===== config.mk =====
export PLATFORM = sky130hd
export DESIGN_NAME = irq_vector_ctrl
export DESIGN_NICKNAME = d
export VERILOG_FILES = /design/src/rtl/irq_ctrl_pkg.sv /design/src/rtl/irq_pin_edge.sv /design/src/rtl/irq_flag_bank.sv /design/src/rtl/irq_prio_arb.sv /design/src/rtl/irq_vector_ctrl.sv
export SDC_FILE = /design/constraint.sdc
export NUM_CORES = 1
export LEC_CHECK = 0
export BUFFER_PORTS_ARGS = -buffer_cell sky130_fd_sc_hd__buf_2
export CORE_MARGIN = 5
export CORE_UTILIZATION = 40
export DETAILED_ROUTE_END_ITERATION = 12
export GPL_TIMING_DRIVEN = 0
export PLACE_DENSITY = 0.78
export SETUP_SLACK_MARGIN = 0.4
export SKIP_LAST_GASP = 1
export SYNTH_ARGS = -nofsm -noshare
export SYNTH_HDL_FRONTEND = slang
export SYNTH_SLANG_ARGS = --single-unit

===== constraint.sdc =====
create_clock -name clk -period 1.05 [get_ports clk]
set_input_delay 0.0525 -clock clk [delete_from_list [all_inputs] [get_ports clk]]
set_output_delay 0.0525 -clock clk [all_outputs]
set_load 0.05 [all_outputs]

===== src/rtl/irq_ctrl_pkg.sv =====
package irq_ctrl_pkg;
   typedef enum logic [1:0] {
      TRIG_OFF  = 2'b00,
      TRIG_RISE = 2'b01,
      TRIG_FALL = 2'b10,
      TRIG_BOTH = 2'b11
   } trig_mode_e;
endpackage


===== src/rtl/irq_pin_edge.sv =====
module irq_pin_edge #(
   parameter int SYNC_STAGES = 2
) (
   input  logic       clk,
   input  logic       rst_n,
   input  logic       pin,
   input  logic [1:0] mode,
   input  logic       gate,
   output logic       hit
);
   import irq_ctrl_pkg::*;

   generate
      if (SYNC_STAGES < 2) begin : g_bad_sync
         $error("irq_pin_edge: SYNC_STAGES must be at least 2");
      end
   endgenerate

   logic [SYNC_STAGES-1:0] sync_q;
   logic                   prev_q;
   logic                   lvl;
   logic                   rise, fall;
   trig_mode_e             sel;

   always_ff @(posedge clk or negedge rst_n) begin
      if (!rst_n) begin
         sync_q <= '0;
         prev_q <= 1'b0;
      end else begin
         sync_q <= {sync_q[SYNC_STAGES-2:0], pin};
         prev_q <= sync_q[SYNC_STAGES-1];
      end
   end

   assign lvl  = sync_q[SYNC_STAGES-1];
   assign rise = lvl & ~prev_q;
   assign fall = ~lvl & prev_q;
   assign sel  = trig_mode_e'(mode);

   always_comb begin
      unique case (sel)
         TRIG_RISE: hit = gate & rise;
         TRIG_FALL: hit = gate & fall;
         TRIG_BOTH: hit = gate & (rise | fall);
         default:   hit = 1'b0;
      endcase
   end
endmodule


===== src/rtl/irq_flag_bank.sv =====
module irq_flag_bank #(
   parameter int NUM_SRC = 4
) (
   input  logic               clk,
   input  logic               rst_n,
   input  logic [NUM_SRC-1:0] hw_set,
   input  logic [NUM_SRC-1:0] svc_clr,
   input  logic               svc_fire,
   input  logic               wr_flags,
   input  logic               wr_enables,
   input  logic               wr_gie,
   input  logic [NUM_SRC-1:0] wr_data,
   output logic [NUM_SRC-1:0] flags,
   output logic [NUM_SRC-1:0] enables,
   output logic               gie
);
   logic [NUM_SRC-1:0] flags_d;
   logic               gie_d;

   always_comb begin
      flags_d = wr_flags ? wr_data : flags;
      flags_d = (flags_d & ~svc_clr) | hw_set;
      gie_d   = wr_gie ? wr_data[0] : gie;
      if (svc_fire) gie_d = 1'b0;
   end

   always_ff @(posedge clk or negedge rst_n) begin
      if (!rst_n) begin
         flags   <= '0;
         enables <= '0;
         gie     <= 1'b0;
      end else begin
         flags <= flags_d;
         gie   <= gie_d;
         if (wr_enables) enables <= wr_data;
      end
   end

   assert_hw_set_wins_R9: assert property (@(posedge clk) disable iff (!rst_n)
      (|hw_set) |=> ((flags & $past(hw_set)) == $past(hw_set)));

   assert_svc_drops_gie_R8: assert property (@(posedge clk) disable iff (!rst_n)
      svc_fire |=> !gie);
endmodule


===== src/rtl/irq_prio_arb.sv =====
module irq_prio_arb #(
   parameter int NUM_SRC  = 4,
   parameter int VEC_W    = 8,
   parameter int VEC_BASE = 4,
   parameter int VEC_STEP = 4
) (
   input  logic               clk,
   input  logic               rst_n,
   input  logic [NUM_SRC-1:0] pending,
   input  logic               gie,
   input  logic               stack_full,
   output logic [NUM_SRC-1:0] grant,
   output logic               fire,
   output logic               ack_q,
   output logic [VEC_W-1:0]   vec_q
);
   localparam int VEC_TOP = VEC_BASE + VEC_STEP * (NUM_SRC - 1);

   generate
      if (VEC_TOP >= (1 << VEC_W)) begin : g_bad_vec
         $error("irq_prio_arb: vector table does not fit VEC_W");
      end
   endgenerate

   logic [VEC_W-1:0] vec_d;

   always_comb begin
      grant = '0;
      vec_d = '0;
      for (int i = NUM_SRC - 1; i >= 0; i--) begin
         if (pending[i]) begin
            grant = '0;
            grant[i] = 1'b1;
            vec_d = VEC_W'(VEC_BASE + VEC_STEP * i);
         end
      end
   end

   assign fire = gie & ~stack_full & (|pending);

   always_ff @(posedge clk or negedge rst_n) begin
      if (!rst_n) begin
         ack_q <= 1'b0;
         vec_q <= '0;
      end else begin
         ack_q <= fire;
         if (fire) vec_q <= vec_d;
      end
   end

   assert_single_grant_R7: assert property (@(posedge clk) disable iff (!rst_n)
      $onehot0(grant));

   assert_ack_conditions_R5: assert property (@(posedge clk) disable iff (!rst_n)
      ack_q |-> ($past(gie) && !$past(stack_full) && ($past(pending) != '0)));

   assert_ack_one_cycle_R8: assert property (@(posedge clk) disable iff (!rst_n)
      ack_q |=> !ack_q);
endmodule


===== src/rtl/irq_vector_ctrl.sv =====
module irq_vector_ctrl #(
   parameter int NUM_TMR     = 2,
   parameter int SYNC_STAGES = 2,
   parameter int VEC_W       = 8,
   parameter int VEC_BASE    = 4,
   parameter int VEC_STEP    = 4
) (
   input  logic                 clk,
   input  logic                 rst_n,
   input  logic                 ext_pin,
   input  logic                 pin_is_input,
   input  logic [1:0]           ext_mode,
   input  logic [NUM_TMR-1:0]   tmr_ovf,
   input  logic                 mf_req,
   input  logic                 stack_full,
   input  logic                 wr_flags,
   input  logic                 wr_enables,
   input  logic                 wr_gie,
   input  logic [NUM_TMR+1:0]   wr_data,
   output logic [NUM_TMR+1:0]   flags,
   output logic [NUM_TMR+1:0]   enables,
   output logic                 gie,
   output logic                 irq_ack,
   output logic [VEC_W-1:0]     irq_vector
);
   localparam int NUM_SRC = NUM_TMR + 2;
   localparam int MF_IDX  = NUM_SRC - 1;

   generate
      if (NUM_TMR < 1) begin : g_bad_tmr
         $error("irq_vector_ctrl: NUM_TMR must be at least 1");
      end
   endgenerate

   logic [NUM_SRC-1:0] hw_set;
   logic [NUM_SRC-1:0] grant;
   logic               fire;
   logic               ext_hit;
   logic               mf_prev_q;

   irq_pin_edge #(.SYNC_STAGES(SYNC_STAGES)) u_edge (
      .clk  (clk),
      .rst_n(rst_n),
      .pin  (ext_pin),
      .mode (ext_mode),
      .gate (pin_is_input & enables[0]),
      .hit  (ext_hit)
   );

   always_ff @(posedge clk or negedge rst_n) begin
      if (!rst_n) mf_prev_q <= 1'b0;
      else        mf_prev_q <= mf_req;
   end

   assign hw_set[0]      = ext_hit;
   assign hw_set[MF_IDX] = mf_req & ~mf_prev_q;

   genvar g;
   generate
      for (g = 0; g < NUM_TMR; g++) begin : g_tmr
         assign hw_set[1+g] = tmr_ovf[g];
      end
   endgenerate

   irq_flag_bank #(.NUM_SRC(NUM_SRC)) u_bank (
      .clk       (clk),
      .rst_n     (rst_n),
      .hw_set    (hw_set),
      .svc_clr   (fire ? grant : '0),
      .svc_fire  (fire),
      .wr_flags  (wr_flags),
      .wr_enables(wr_enables),
      .wr_gie    (wr_gie),
      .wr_data   (wr_data),
      .flags     (flags),
      .enables   (enables),
      .gie       (gie)
   );

   irq_prio_arb #(
      .NUM_SRC (NUM_SRC),
      .VEC_W   (VEC_W),
      .VEC_BASE(VEC_BASE),
      .VEC_STEP(VEC_STEP)
   ) u_arb (
      .clk       (clk),
      .rst_n     (rst_n),
      .pending   (flags & enables),
      .gie       (gie),
      .stack_full(stack_full),
      .grant     (grant),
      .fire      (fire),
      .ack_q     (irq_ack),
      .vec_q     (irq_vector)
   );

   assert_ext_gated_R3: assert property (@(posedge clk) disable iff (!rst_n)
      ($rose(flags[0]) && !$past(wr_flags)) |->
         ($past(pin_is_input) && $past(enables[0]) && ($past(ext_mode) != 2'b00)));

   assert_ack_clears_gie_R8: assert property (@(posedge clk) disable iff (!rst_n)
      irq_ack |-> !gie);

   assert_vector_aligned_R6: assert property (@(posedge clk) disable iff (!rst_n)
      irq_ack |-> ((irq_vector >= VEC_W'(VEC_BASE)) &&
                   (irq_vector <= VEC_W'(VEC_BASE + VEC_STEP * MF_IDX))));
endmodule


==> results of run 1 <==
## cell families after synthesis
logic type	after synthesis	share of synthesized area, %
fa+ha+maj	2	3.14
other cells	1	0.471
mux	9	11.9
simple gates	13	8.02
compound gates	16	15.7
buf+inv	10	7.23
flops	17	53.5
## where the power goes
part | internal, mW | switching, mW
logic | 0.396 | 0.567
clock network | 0.148 | 0.213
registers | 0.759 | 0.0912
total | 1.30 | 0.871
## flip-flops by register name (all words and copies together), names as in the netlist
signal	flops
u_arb.vec_q	3
u_bank.flags	4
u_edge.prev_q	1
u_edge.sync_q	2
u_arb.ack_q	1
u_bank.gie	1
u_bank.enables	4
mf_prev_q	1
## layer usage
metal / part of all wire [%] / vias to the layer above
li1: - / 334
met1: 37 / 349
met2: 54 / 33
met3: 7.6 / 4
met4: 1.7 / 0
met5: 0 / -
## layout make-up
class	instances	area share [%]
plain buffers	6	3.24
clock buffers	4	2.00
inverters	4	1.14
flip-flops and latches	17	33.4
repair buffers	42	27.3
well taps	27	2.57
multi-input cells	45	30.4
## worst reg2reg max path: stages (launching register included)
cell and delay, ps:
dfrtp_2 440, buf_6 140, a2111oi_4 350, o21bai_1 120
## metrics by stage
stage | total power [mW] | setup WS [ps] | util, % | cell area [um2]
floorplan | 1.37 | -188 | - | 843
global placement | 1.53 | -138 | 52.9 | 1020
detailed placement | 1.55 | -213 | 52.9 | 1020
CTS | 2.13 | -185 | 65.6 | 1260
global route | 2.28 | -178 | 68.4 | 1320
finish | 2.17 | -119 | 68.4 | 1320
## Yosys cell counts, types with 2 or more instances
master | n | area (um2)
inv_1 | 4 | 15.0
ha_1 | 2 | 25.0
mux2_2 | 4 | 45.0
mux2i_1 | 5 | 50.1
buf_4 | 5 | 37.5
o22ai_1 | 2 | 12.5
dfrtp_1 | 17 | 425
nor2_1 | 3 | 11.3
a21oi_1 | 3 | 15.0
nand2_1 | 4 | 15.0
## path summary, 6_finish.rpt
check / startpoint / end / slack (ps)
worst min-delay path: tmr_ovf[0] / u_bank.flags[1] / -40
worst max-delay path: u_bank.flags[1] / u_bank.flags[2] / -120
min in group asynchronous: rst_n / u_edge.prev_q / 210
worst min register to register: u_edge.sync_q[0] / u_edge.sync_q[1] / 380
worst max register to register: u_bank.flags[1] / u_bank.flags[2] / -120
max in group asynchronous: rst_n / u_bank.flags[1] / 540
## timing repair
item                                    4_1_cts  5_1_grt
cloned                                        0        0
hold endpoints to repair                     24        4
gates resized for setup                      33        8
pin swaps                                     9        6
buffers inserted                              9        1
endpoints found under the setup margin       26       26
==> summary.txt, run 1 <==
Port Buffers: 28
fin worst setup slack: -119 ps
Die Y: 54.6 um
antenna-violating nets left: 0
Vias/cell: 4.97
Fillers: 142
GRT overflow: 0
antenna fix cells: 0
Max-Cap Viols: 0
Final Non-Filler Cells: 145
Post-Place Cells: 127
clk_lat worst skew: 300 ps
P per Cell Area: 1650 nW/um2
crit-path max FO: 4
area of the multi-input gates: 399 um2
Post-synth EDFFs: 0
post-synthesis cell area: 796 um2
Final Max Slew Viols: 0
nature of the critical path endpoint: register
CTS Hold Bufs: 4
setup violators final: 10
Synth Register Bits: 17
reg2reg path depth: 3
fmax: 855 MHz
CTS root buffer: clkbuf_4
First DRT Iteration DRCs: 16
wire length per cell: 14.6 um
Die ar.: 2980 um2
antenna violations before repair: 0
Post-Route WL: 2120 um
RSZ-0062 raised after global routing: yes
GRT busiest layer: met2
most common cell after layout, fill and taps aside: buf_2
Worst-path clk slew: 90 ps
Clock Skews: 1.54 ps
Setup TNS: -748 ps
outcome: finished, violations left
Period Utilization, post-route: 111%
WP data required: 1240 ps
most frequent cells in the layout: 15 x buf_2, 13 x buf_6, 12 x buf_4
First-pass DRT Iterations: 4
maximum vdd drop: 0.000992 V
DRC Markers: 0
CTS sink count: 17
CP max stage cell: dfrtp_2
clock buffer depth: 2
Starting Density: 41.4%
final net count: 138
worst hold stages: 2
Worst path depth: 3
layout cell share with drive strength beyond 1: 61.0%
first-pass GRT wire length: 3130 um
Startpoint Class: register
worst endpoint data arrival time: 1360 ps
Die Wd: 54.6 um
CP cell instances: buf_6 -> a2111oi_4 -> o21bai_1
Pleak: 0.617 nW
CP Class: register to register
register area share after synthesis: 53.5%
Worst Path Buf+Inv: 1
ys flop type: dfrtp_1
Core Footprint: 1920 um2
Cell variety after synth: 29
number of CTS-inserted buffers: 3
register area: 439 um2
met1 Use GR: 17.8%
violated checks: negative hold slack, negative setup slack
Total GRT Usage: 15.4%
std cell rows: 16
pin count of the biggest net entering global routing: 18
Synth async-reset ratio: 100%
Layout area overhead: 65.3%
Synth Warn #: 0
fin crit period: 1170 ps
Syn Area/Cell: 11.7 um2
CTS tree: built
hpwl dp: 1420 um
Fin Hold WS: -43.7 ps
Synth Instances: 68
crit-path leading delay family: compound AO/OA/AOI/OAI gates
grt met3 use: 4.36%
Hold Crit Class: input pin to register
RD Place Congestion: 0.726
H-tree Lvls: 1
final hold viol count: 4
num ports: 35
GR met2 Demand/Resource: 24.6%
CP max stage delay: 440 ps
vias in the first global route: 714
Vias: 720
Note: power is estimated with default switching activity, not from simulation.
==> run 2: changes to the inputs <==
Settings changed: CORE_ASPECT_RATIO set to 0.9.
==> run 2 against run 1 <==
  * The run still ends with negative hold slack, negative setup slack left
  * Cell area grew 9.8%
  * Register-to-register slack lost 70 ps
  * Wire length grew 21%
  * Flip-flop and latch count is the same
  * Critical endpoint is now u_arb.vec_q[2]
  * Highest routed layer unchanged
==> summary.txt, run 2 (same netlist as run 1, synthesis figures left out) <==
Worst-path clk slew: 110 ps (+20 ps)
final net count: 147 (+6.5%)
DRC Markers: 0 (unchanged)
Die ar.: 2980 um2 (about the same)
clk_lat worst skew: 290 ps (about the same)
Core Footprint: 1910 um2 (-0.39%)
worst endpoint data arrival time: 1420 ps (+60 ps)
CTS sink count: 17 (unchanged)
fin crit period: 1240 ps (+69.6 ps)
maximum vdd drop: 0.00116 V (+17%)
num ports: 35 (unchanged)
total power: 2.32 mW (+6.6%)
crit-path max FO: 5 (+1)
RSZ-0062 raised after global routing: yes
nature of the critical path endpoint: register
Hold Crit Class: input pin to register
Final Max Slew Viols: 0 (unchanged)
antenna fix cells: 0 (unchanged)
Fin Hold WS: -43.0 ps (+0.665 ps)
antenna-violating nets left: 0 (unchanged)
Starting Density: 41.6% (+0.16 points)
wire length per cell: 16.9 um (+16%)
CTS Hold Bufs: 3 (-1)
fmax: 807 MHz (-5.6%)
CP Class: register to register
Final Instance Area: 1440 um2 (+9.8%)
fin worst setup slack: -189 ps (-69.6 ps)
pin count of the biggest net entering global routing: 18 (unchanged)
hpwl dp: 1380 um (-2.9%)
CTS root buffer: clkbuf_4
Period Utilization, post-route: 118% (+6.6 points)
CTS tree: built
First-pass DRT Iterations: 4 (unchanged)
First DRT Iteration DRCs: 11 (-5)
H-tree Lvls: 1 (unchanged)
Startpoint Class: register
antenna violations before repair: 0 (unchanged)
clock buffer depth: 2 (unchanged)
Vias: 771 (+7.1%)
first-pass GRT wire length: 3510 um (+12%)
Die Wd: 57.0 um (+4.4%)
Pleak: 0.673 nW (+9.2%)
P per Cell Area: 1600 nW/um2 (-2.9%)
Vias/cell: 5.07 (+2.2%)
Post-DP Area: 1010 um2 (-0.25%)
GRT overflow: 0 (unchanged)
layout cell share with drive strength beyond 1: 66.9% (+5.9 points)
Die Y: 52.3 um (-4.2%)
Clock Skews: 12.4 ps (+10.8 ps)
most common cell after layout, fill and taps aside: buf_6
Layout area overhead: 81.4%
final hold viol count: 2 (-2)
RD Place Congestion: 0.753 (+3.7%)
setup violators final: 14 (+4)
Total GRT Usage: 15.7% (+0.34 points)
std cell rows: 15 (-1)
vias in the first global route: 797 (+12%)
Port Buffers: 28 (unchanged)
outcome: finished, violations left
Max-Cap Viols: 0 (unchanged)
Largest regs: u_bank.enables x4, u_bank.flags x4, u_arb.vec_q x3
violated checks: negative hold slack, negative setup slack
Post-Route WL: 2570 um (+21%)
number of CTS-inserted buffers: 3 (unchanged)
most frequent cells in the layout: 19 x buf_6, 15 x buf_2, 12 x buf_4
WP data required: 1230 ps (about the same)
==> run 2: repair_timing <==
item                       in CTS  in global routing
setup endpoints to repair      26                 26
buffers inserted               13                  7
pin swaps                      10                  5
cloned                          0                  0
resized for setup              39                 18
hold endpoints to repair       21                  2
==> run 2: power by group <==
group	switching, mW	total, mW	internal [mW]
combinational	0.624	1.11	0.489
clock	0.204	0.351	0.147
sequential	0.0942	0.853	0.759
==> run 2: path summary, 6_finish.rpt <==
path	from	endpoint	slack, ps	depth (start not counted)
worst max-delay path	u_bank.flags[1]	u_arb.vec_q[2]	-190	3
worst min register to register	u_edge.sync_q[0]	u_edge.sync_q[1]	380	0
worst max register to register	u_bank.flags[1]	u_arb.vec_q[2]	-190	3
max in group asynchronous	rst_n	u_bank.enables[3]	540	2
worst min-delay path	tmr_ovf[0]	u_bank.flags[1]	-40	2
min in group asynchronous	rst_n	u_arb.ack_q	200	2
==> run 2: final cells by class <==
cell class	count	area, um2
inverter	4	15.0
sequential	17	439
fill	140	470
tap	25	31.3
timing repair buffer	51	477
multi-input combinational	45	413
clock buffer	4	26.3
buffer	6	42.5
==> run 2: metrics by stage <==
step / util [%] / cells / setup slack [ps] / setup TNS, ps
after floorplan: - / 72 / -188 / -890
after global placement: 53.0 / 125 / -143 / -479
after detailed placement: 53.0 / 125 / -195 / -620
after CTS: 68.3 / 145 / -151 / -845
after global routing: 75.4 / 152 / -230 / -2110
final: 75.4 / 152 / -189 / -1400
==> run 2: per-layer routing <==
metal	vias up	routed length (um)	track usage, %
met5	-	0	0
met1	363	918	17.3
li1	357	-	-
met3	10	192	4.68
met2	41	1350	27.2
met4	0	105	8.88
==> run 2: worst max-delay path, stage by stage (launching register included) <==
cell	delay, ps
dfrtp_2	470
a22oi_2	300
a31oi_4	180
o32a_1	190
==> run 3: changes to the inputs <==
Settings changed: CELL_PAD_IN_SITES_DETAIL_PLACEMENT set to 0, CELL_PAD_IN_SITES_GLOBAL_PLACEMENT set to 1, CORE_UTILIZATION 40 to 30, SLEW_MARGIN set to 10.
==> run 3 against run 2 <==
  * The run still ends with negative hold slack, negative setup slack left
  * Total power shrank 3.5%
  * Combinational power shrank 7%
  * Clock skew shrank 4.2 ps
  * Sequential share of layout area grew 1.5 points
  * Utilization shrank 20 points
  * First-iteration DRC count shrank 9.1%
  * Worst setup slack is essentially flat
  * Global-route usage shrank 4.5 points
  * Flip-flop and latch count is the same
  * Register-to-register slack is essentially flat
  * Critical path depth is the same
  * Via count shrank 6.6%
==> summary.txt, run 3 (same netlist as run 1, synthesis figures left out) <==
outcome: finished, violations left
violated checks: negative hold slack, negative setup slack
Max-Cap Viols: 0 (unchanged)
Largest regs: u_bank.enables x4, u_bank.flags x4, u_arb.vec_q x3
Period Utilization, post-route: 118% (about the same)
Die Wd: 64.3 um (+13%)
Fillers: 211 (+51%)
Core Footprint: 2490 um2 (+30%)
fmax: 807 MHz (about the same)
final net count: 143 (-2.7%)
pin count of the biggest net entering global routing: 18 (unchanged)
vias in the first global route: 775 (-2.8%)
CTS tree: built
dpl ws: -164 ps (+30.8 ps)
P per Cell Area: 1630 nW/um2 (+1.3%)
CP max stage delay: 440 ps (-30 ps)
setup violators final: 13 (-1)
final hold viol count: 2 (unchanged)
first-pass GRT wire length: 3220 um (-8.1%)
Startpoint Class: register
CTS root buffer: clkbuf_4
Vias: 720 (-6.6%)
Worst-path clk slew: 110 ps (about the same)
WP data required: 1230 ps (about the same)
Layout area overhead: 72.8%
antenna-violating nets left: 0 (unchanged)
number of CTS-inserted buffers: 3 (unchanged)
wire length per cell: 13.9 um (-18%)
fin worst setup slack: -189 ps (-0.293 ps)
CP Class: register to register
antenna violations before repair: 0 (unchanged)
H-tree Lvls: 1 (unchanged)
Pleak: 0.647 nW (-3.9%)
fin crit period: 1240 ps (+0.293 ps)
Final Max Slew Viols: 0 (unchanged)
Port Buffers: 28 (unchanged)
First DRT Iteration DRCs: 10 (-1)
Vias/cell: 4.77 (-6.0%)
maximum vdd drop: 0.00101 V (-13%)
antenna fix cells: 0 (unchanged)
Die ar.: 3780 um2 (+27%)
hpwl dp: 1520 um (+10%)
Die Y: 58.9 um (+13%)
register area: 439 um2 (unchanged)
num ports: 35 (unchanged)
Starting Density: 32.0% (-9.6 points)
crit-path max FO: 4 (-1)
CTS Hold Bufs: 3 (unchanged)
most frequent cells in the layout: 17 x buf_4, 15 x buf_2, 13 x buf_6
clock buffer depth: 2 (unchanged)
RSZ-0062 raised after global routing: yes
First-pass DRT Iterations: 4 (unchanged)
layout cell share with drive strength beyond 1: 65.9% (-1.1 points)
CTS sink count: 17 (unchanged)
Total GRT Usage: 11.2% (-4.5 points)
std cell rows: 17 (+2)
nature of the critical path endpoint: register
Fin Hold WS: -55.1 ps (-12.1 ps)
CP max stage cell: dfrtp_2
CP cell instances: a22oi_2 -> a31oi_4 -> o32a_1
DRC Markers: 0 (unchanged)
Post-Route WL: 2090 um (-19%)
Clock Skews: 8.14 ps (-4.22 ps)
Hold Crit Class: input pin to register
clk_lat worst skew: 290 ps (about the same)
worst endpoint data arrival time: 1420 ps (about the same)
most common cell after layout, fill and taps aside: buf_4
total power: 2.24 mW (-3.5%)
GRT overflow: 0 (unchanged)
RD Place Congestion: 0.744 (-1.2%)
area of the multi-input gates: 414 um2 (+0.30%)
-- run 3: cell types whose count changed in the layout (fill, tap and decap cells not counted), sizes merged --
cell    previous run  this run
clkbuf             5         4
buf               53        49
clkinv             0         1
-- run 3: power by group --
part	leakage, nW	internal [mW]	switching [mW]
clock network	0.0177	0.142	0.213
registers	0.187	0.759	0.0945
logic	0.443	0.448	0.580
-- run 3: area by class of cell --
cell class | instances | share of cell area [%]
buffer | 6 | 3.09
sequential | 17 | 31.9
tap | 28 | 2.55
multi-input combinational | 45 | 30.1
inverter | 4 | 1.09
clock inverter | 1 | 0.364
timing repair buffer | 47 | 29.2
clock buffer | 3 | 1.64
-- run 3: what timing repair did --
action,in CTS,in global routing
hold endpoints to repair,23,2
cloned,0,0
setup endpoints to repair,26,27
pin swaps,5,7
gates resized for setup,26,18
buffers inserted,9,7
-- run 3: metal layers --
metal / track usage (%) / vias up / share of wire [%]
met1: 11.9 / 350 / 42
met5: 0 / - / 0
met3: 2.67 / 2 / 5.2
met4: 6.98 / 0 / 1.5
li1: - / 347 / -
met2: 20.0 / 21 / 52
-- run 3: path summary, 6_finish.rpt --
path	end	startpoint	depth (start not counted)	slack, ps
max	u_arb.vec_q[2]	u_bank.enables[2]	3	-190
min	u_bank.flags[1]	tmr_ovf[0]	2	-60
max reg2reg	u_arb.vec_q[2]	u_bank.enables[2]	3	-190
min reg2reg	u_edge.sync_q[1]	u_edge.sync_q[0]	0	360
max in group asynchronous	u_bank.flags[2]	rst_n	2	560
min in group asynchronous	u_bank.flags[0]	rst_n	2	190
-- run 3: worst max-delay path: cells and delay by family, from the launching register on --
kind	cells	cell delay (ps)
compound gates	3	690
flops	1	440
-- run 3: metrics by stage --
step	setup TNS (ps)	utilization, %	hold WS, ps	cells	instance area (um2)
5_1_grt	-1370	55.3	-55.9	151	1380
6_report	-862	55.3	-55.1	151	1380
4_1_cts	-711	49.7	-66.9	144	1240
3_5_place_dp	-691	40.9	1.97	128	1020
2_1_floorplan	-890	-	-243	72	843
3_3_place_gp	-534	40.9	-8.46	128	1020
